### src/rtl/mbx_pkg.sv
package mbx_pkg;

    typedef enum logic [2:0] {
        ACC_IDLE,
        ACC_SET,
        ACC_CLR,
        ACC_PEEK,
        ACC_VOID_RD
    } acc_kind_e;

    typedef logic [7:0] box_idx_t;

    typedef struct packed {
        acc_kind_e kind;
        box_idx_t  idx;
    } acc_t;

    function automatic logic [31:0] word_next(
        input logic [31:0] cur,
        input logic [31:0] mask,
        input acc_kind_e   kind
    );
        logic [31:0] res;
        res = cur;
        if (kind == ACC_SET) begin
            res = cur | mask;
        end else if (kind == ACC_CLR) begin
            res = cur & ~mask;
        end
        return res;
    endfunction

endpackage

### src/rtl/mbx_decode.sv
module mbx_decode
    import mbx_pkg::*;
#(
    parameter int ADDR_W   = 8,
    parameter int NUM_BOX  = 16,
    parameter int SET_BASE = 'h80
) (
    input  logic              acc_valid,
    input  logic              acc_write,
    input  logic [ADDR_W-1:0] acc_addr,
    output acc_t              acc
);
    localparam int unsigned SET_LO = SET_BASE / 4;
    localparam int unsigned CLR_LO = SET_LO + NUM_BOX;
    localparam int unsigned CLR_HI = CLR_LO + NUM_BOX;

    logic [31:0] waddr;
    logic        in_set;
    logic        in_clr;

    always_comb begin
        waddr  = 32'(acc_addr) >> 2;
        in_set = (waddr >= SET_LO) && (waddr < CLR_LO);
        in_clr = (waddr >= CLR_LO) && (waddr < CLR_HI);
        acc.kind = ACC_IDLE;
        acc.idx  = '0;
        if (in_set) begin
            acc.idx = box_idx_t'(waddr - SET_LO);
        end else if (in_clr) begin
            acc.idx = box_idx_t'(waddr - CLR_LO);
        end
        if (acc_valid) begin
            if (acc_write) begin
                if (in_set)      acc.kind = ACC_SET;
                else if (in_clr) acc.kind = ACC_CLR;
            end else begin
                acc.kind = in_clr ? ACC_PEEK : ACC_VOID_RD;
            end
        end
    end
endmodule

### src/rtl/mbx_word.sv
module mbx_word
    import mbx_pkg::*;
#(
    parameter int DATA_W = 32,
    parameter int MY_IDX = 0
) (
    input  logic              clk,
    input  logic              rst,
    input  acc_t              acc,
    input  logic [DATA_W-1:0] wdata,
    output logic [DATA_W-1:0] word,
    output logic              pend
);
    logic hit;
    logic [31:0] nxt;

    always_comb begin
        hit = (acc.idx == box_idx_t'(MY_IDX)) &&
              (acc.kind == ACC_SET || acc.kind == ACC_CLR);
        nxt = word_next(32'(word), 32'(wdata), acc.kind);
    end

    always_ff @(posedge clk) begin
        if (rst) begin
            word <= '0;
        end else if (hit) begin
            word <= nxt[DATA_W-1:0];
        end
    end

    assign pend = |word;
endmodule

### src/rtl/mbx_rdport.sv
module mbx_rdport
    import mbx_pkg::*;
#(
    parameter int DATA_W  = 32,
    parameter int NUM_BOX = 16
) (
    input  logic                           clk,
    input  logic                           rst,
    input  acc_t                           acc,
    input  logic [NUM_BOX-1:0][DATA_W-1:0] words,
    output logic                           rd_valid,
    output logic [DATA_W-1:0]              rd_data
);
    localparam int IDX_W = (NUM_BOX > 1) ? $clog2(NUM_BOX) : 1;

    logic [IDX_W-1:0] sel;
    assign sel = acc.idx[IDX_W-1:0];

    always_ff @(posedge clk) begin
        if (rst) begin
            rd_valid <= 1'b0;
            rd_data  <= '0;
        end else begin
            rd_valid <= (acc.kind == ACC_PEEK) || (acc.kind == ACC_VOID_RD);
            rd_data  <= (acc.kind == ACC_PEEK) ? words[sel] : '0;
        end
    end
endmodule

### src/rtl/ipc_mailbox_bank.sv
module ipc_mailbox_bank
    import mbx_pkg::*;
#(
    parameter int NUM_CORES    = 4,
    parameter int BOX_PER_CORE = 4,
    parameter int DATA_W       = 32,
    parameter int ADDR_W       = 8,
    parameter int SET_BASE     = 'h80,
    localparam int NUM_BOX     = NUM_CORES * BOX_PER_CORE
) (
    input  logic               clk,
    input  logic               rst,
    input  logic               acc_valid,
    input  logic               acc_write,
    input  logic [ADDR_W-1:0]  acc_addr,
    input  logic [DATA_W-1:0]  acc_wdata,
    output logic               rd_valid,
    output logic [DATA_W-1:0]  rd_data,
    output logic [NUM_BOX-1:0] box_pend
);
    acc_t                           acc;
    logic [NUM_BOX-1:0][DATA_W-1:0] words;

    mbx_decode #(
        .ADDR_W  (ADDR_W),
        .NUM_BOX (NUM_BOX),
        .SET_BASE(SET_BASE)
    ) dec_i (
        .acc_valid(acc_valid),
        .acc_write(acc_write),
        .acc_addr (acc_addr),
        .acc      (acc)
    );

    for (genvar c = 0; c < NUM_CORES; c++) begin : g_core
        for (genvar k = 0; k < BOX_PER_CORE; k++) begin : g_box
            mbx_word #(
                .DATA_W(DATA_W),
                .MY_IDX(c * BOX_PER_CORE + k)
            ) word_i (
                .clk  (clk),
                .rst  (rst),
                .acc  (acc),
                .wdata(acc_wdata),
                .word (words[c*BOX_PER_CORE+k]),
                .pend (box_pend[c*BOX_PER_CORE+k])
            );
        end
    end

    mbx_rdport #(
        .DATA_W (DATA_W),
        .NUM_BOX(NUM_BOX)
    ) rd_i (
        .clk     (clk),
        .rst     (rst),
        .acc     (acc),
        .words   (words),
        .rd_valid(rd_valid),
        .rd_data (rd_data)
    );
endmodule

### config.mk
export PLATFORM = sky130hd
export DESIGN_NAME = ipc_mailbox_bank
export DESIGN_NICKNAME = d
export VERILOG_FILES = /design/src/rtl/mbx_pkg.sv /design/src/rtl/mbx_decode.sv /design/src/rtl/mbx_word.sv /design/src/rtl/mbx_rdport.sv /design/src/rtl/ipc_mailbox_bank.sv
export SDC_FILE = /design/constraint.sdc
export NUM_CORES = 1
export LEC_CHECK = 0
export ABC_AREA = 1
export BUFFER_PORTS_ARGS = -buffer_cell sky130_fd_sc_hd__buf_2
export CORE_ASPECT_RATIO = 0.6
export CORE_MARGIN = 2
export CORE_UTILIZATION = 45
export CTS_BUF_LIST = sky130_fd_sc_hd__clkbuf_4 sky130_fd_sc_hd__clkbuf_8
export DETAILED_ROUTE_END_ITERATION = 8
export PLACE_DENSITY_LB_ADDON = 0.3
export SLEW_MARGIN = 25
export SYNTH_ARGS = -nofsm -noshare
export SYNTH_HDL_FRONTEND = slang
export SYNTH_SLANG_ARGS = --single-unit
### constraint.sdc
create_clock -name clk -period 2.85 [get_ports clk]
set_clock_uncertainty 0.15 [all_clocks]
set_input_delay 0.57 -clock clk [delete_from_list [all_inputs] [get_ports clk]]
set_output_delay 0.57 -clock clk [all_outputs]
set_load 0.005 [all_outputs]
==> impl_results.md <==
- Status: finished, violations left
- Failing checks: setup timing
- Clock-pin slew on the worst setup and hold paths: 80 ps
- DR vias/cell: 5.67
- Port-buffer cells: 90
- Achievable frequency: 349 MHz
- CTS tree: built
- CP delay by family, top: simple AND/OR/NAND/NOR gates
- Leak pwr: 18.2 nW
- Post-synth top area share: 32.6%
- Clock buffer depth: 3
- Comb pwr share: 11.5%
- GRT Total Usage: 30.4%
- Switching Share: 28.8%
- Routed len/inst: 19.0 um
- Starting Density: 45.4%
- Worst-path cell chain: inv_2 -> nand4_1 -> nor4_2 -> buf_4 -> nand4_1 -> buf_2
- Worst-path fanout max: 2
- CTS Buf Count: 87
- Layout cells sized above 1: 12.1%
- Clock latency on the worst-skew pair: 740 ps
- Power Internal: 0.0122 W
- Seq/Total Area, Yosys: 32.6%
- GR Overflow Total: 0
- Root Driver: clkbuf_8
- Pre-CTS setup slack: -191 ps
- Seq pwr share: 44.7%
- HPWL Detailed: 80,600 um
- Vias: 35,800
- Avg Synthesized Cell Area: 6.32 um2
- Post-Syn Area: 33,400 um2
- Worst path required time: 2130 ps
- PnR worst setup slack: -15.7 ps
- DRT antenna net count: 0
- CP endpoint kind: output pin
- Worst-case reg-to-reg path depth: 20
- I/O pin cnt: 93
- Hold Crit Class: input pin to flop
- #FFs+latches synth: 545
- Fin crit share: 101%
- R2R Setup Slk: 90 ps
- Pin count of the biggest net entering global routing: 94
- Slowest cell on crit path: dfxtp_2
- Initial DRT Pass Iterations: 7
- Synth area leader: dfxtp_1
- Grt met3 use: 7.44%
- Setup CP Type: flop to output pin
- Initial antenna violation count: 3
- DIE AREA: 76,500 um2
- Die H: 215 um
- Max_cap viols: 0
- Grt met1 use: 48.8%
- Final wirelength: 120,000 um
- Worst hold start: rst
- Yosys warning count: 0
- NetSw: 0.00494 W
- Antenna Diode Count: 0
- Final GP Congestion: 0.947
- Vias in the first global route: 31,300
- Distinct cells, synth: 26
- Global route hottest layer: met1
- Peak VDD IR: 0.322 mV
- Clock Power Share: 43.8%
- Initial DRC count: 5,047
- Worst slew margin: 35.5%
- Worst-Margin Slew: 967 ps
- H-tree levels: 3
- Syn-to-layout area delta: 14.1%
- GR Layer Usage met2: 39.0%
- CP peak stage delay: 340 ps
- Critical path endpoint: box_pend[11]
- Site Rows: 77
- Nets: 5,308
- DRC: 0
- CP Depth: 6
- CP dominant cell by count: nand4_1
- Endpoints failing hold: 0
- # setup viols final: 1
- Slew Viols, Final: 0
- Post-synth net total: 5,332
- Period minus WS final: 2870 ps
- Area contributors post-synth: dfxtp_1 33%, nand2_1 15%, nand4_1 12%, nor2b_1 9.6%, nand3_1 8.0%
- CTS Sinks: 545
- Mapped Cells: 5,286
- Power density cells: 450 nW/um2
- Final Total Pwr: 0.0171 W
- Startpoint Class: flop
- Die width: 356 um
- First-pass GRT wire length: 185,000 um
- CP arrival: 2150 ps
- Core ar.: 73,600 um2
- CP bufs+invs: 3
- RSZ-0062 raised after global routing: true
-- layer usage --
metal / vias to the layer above / wire [um]
met4: 4 / 2530
met3: 173 / 16600
met5: - / 27
met2: 2139 / 45600
li1: 17100 / -
met1: 16500 / 55100
-- timing repair --
item / CTS / global route
resized for setup: 25 / 36
hold buffers: 0 / 0
pin swaps: 12 / 12
gates cloned: 0 / 0
buffers inserted: 36 / 6
hold endpoints to repair: 0 / 0
setup endpoints to repair: 10 / 12
-- worst register-to-register path, cell delays in order (launching register included) --
cell	delay, ps
dfxtp_2	330
inv_2	40
buf_4	120
buf_4	120
buf_4	120
buf_4	120
buf_4	120
buf_4	120
buf_4	120
buf_4	120
buf_4	120
buf_4	120
buf_4	120
buf_4	120
buf_4	120
buf_4	120
buf_4	120
buf_4	120
buf_4	120
nand2_2	60
nor2b_4	120
-- kinds of logic after synthesis --
family / Yosys count / share of synthesized area (%)
buf+inv: 1042 / 13.7
flops: 545 / 32.6
compound gates: 259 / 3.89
fa+ha+maj: 2 / 0.0749
simple gates: 3438 / 49.7
-- cell type report --
cell class	instances	area, um2
Timing Repair Buffer	394	3950
Fill cell	7332	35500
Clock inverter	12	66.3
Sequential cell	545	10900
Inverter	535	2020
Tap cell	987	1230
Multi-Input combinational cell	3699	18100
Clock buffer	147	1820
-- placed cells by master, fill, tap and decap left out, drive strengths merged, types with 3 or more instances in the layout --
cell,instances
a21oi,256
buf,394
clkbuf,147
clkinv,10
dfxtp,545
inv,536
nand2,1373
nand3,537
nand4,620
nor2,340
nor2b,512
nor3,15
nor4,39
o21ai,3
-- power by group through the flow --
stage	clock network, W	registers [W]	logic, W
2_1_floorplan	0	0.00783	0.00115
3_3_place_gp	0	0.00783	0.00188
3_5_place_dp	0	0.00783	0.00189
4_1_cts	0.00756	0.00766	0.00190
5_1_grt	0.00791	0.00766	0.00208
6_report	0.00751	0.00766	0.00198
-- synth_stat cells, drive strengths merged --
cell	instances
nor3	15
nor4	39
nor2b	512
nor2	340
dfxtp	545
nand4	620
nand3	537
nand3b	2
buf	333
ha	2
clkbuf	174
nand2	1373
o21ai	3
inv	535
a21oi	256
-- worst min-delay path by stage --
stage | to | slack [ps] | cells after the start
finish | rd_i.rd_valid$_SDFF_PP0_ | 30 | 2
global route | rd_i.rd_valid$_SDFF_PP0_ | 40 | 2
CTS | rd_i.rd_valid$_SDFF_PP0_ | 20 | 3
global placement | flop | 380 | 3
detailed placement | flop | 390 | 3
floorplan | flop | 360 | 3
-- through the flow --
stage | TNS, ps | cells | util, % | cell area [um2] | hold WS, ps
3_3_place_gp | -34150 | 6120 | 48.7 | 35800 | 378
3_5_place_dp | -59340 | 6120 | 48.7 | 35800 | 387
6_report | -15.7 | 6319 | 51.8 | 38100 | 31.7
2_1_floorplan | 0 | 5286 | - | 33400 | 365
4_1_cts | -58.5 | 6315 | 51.7 | 38000 | 15.7
5_1_grt | -301 | 6319 | 51.8 | 38100 | 40.0
No activity file was read; power rests on OpenSTA's default activity.
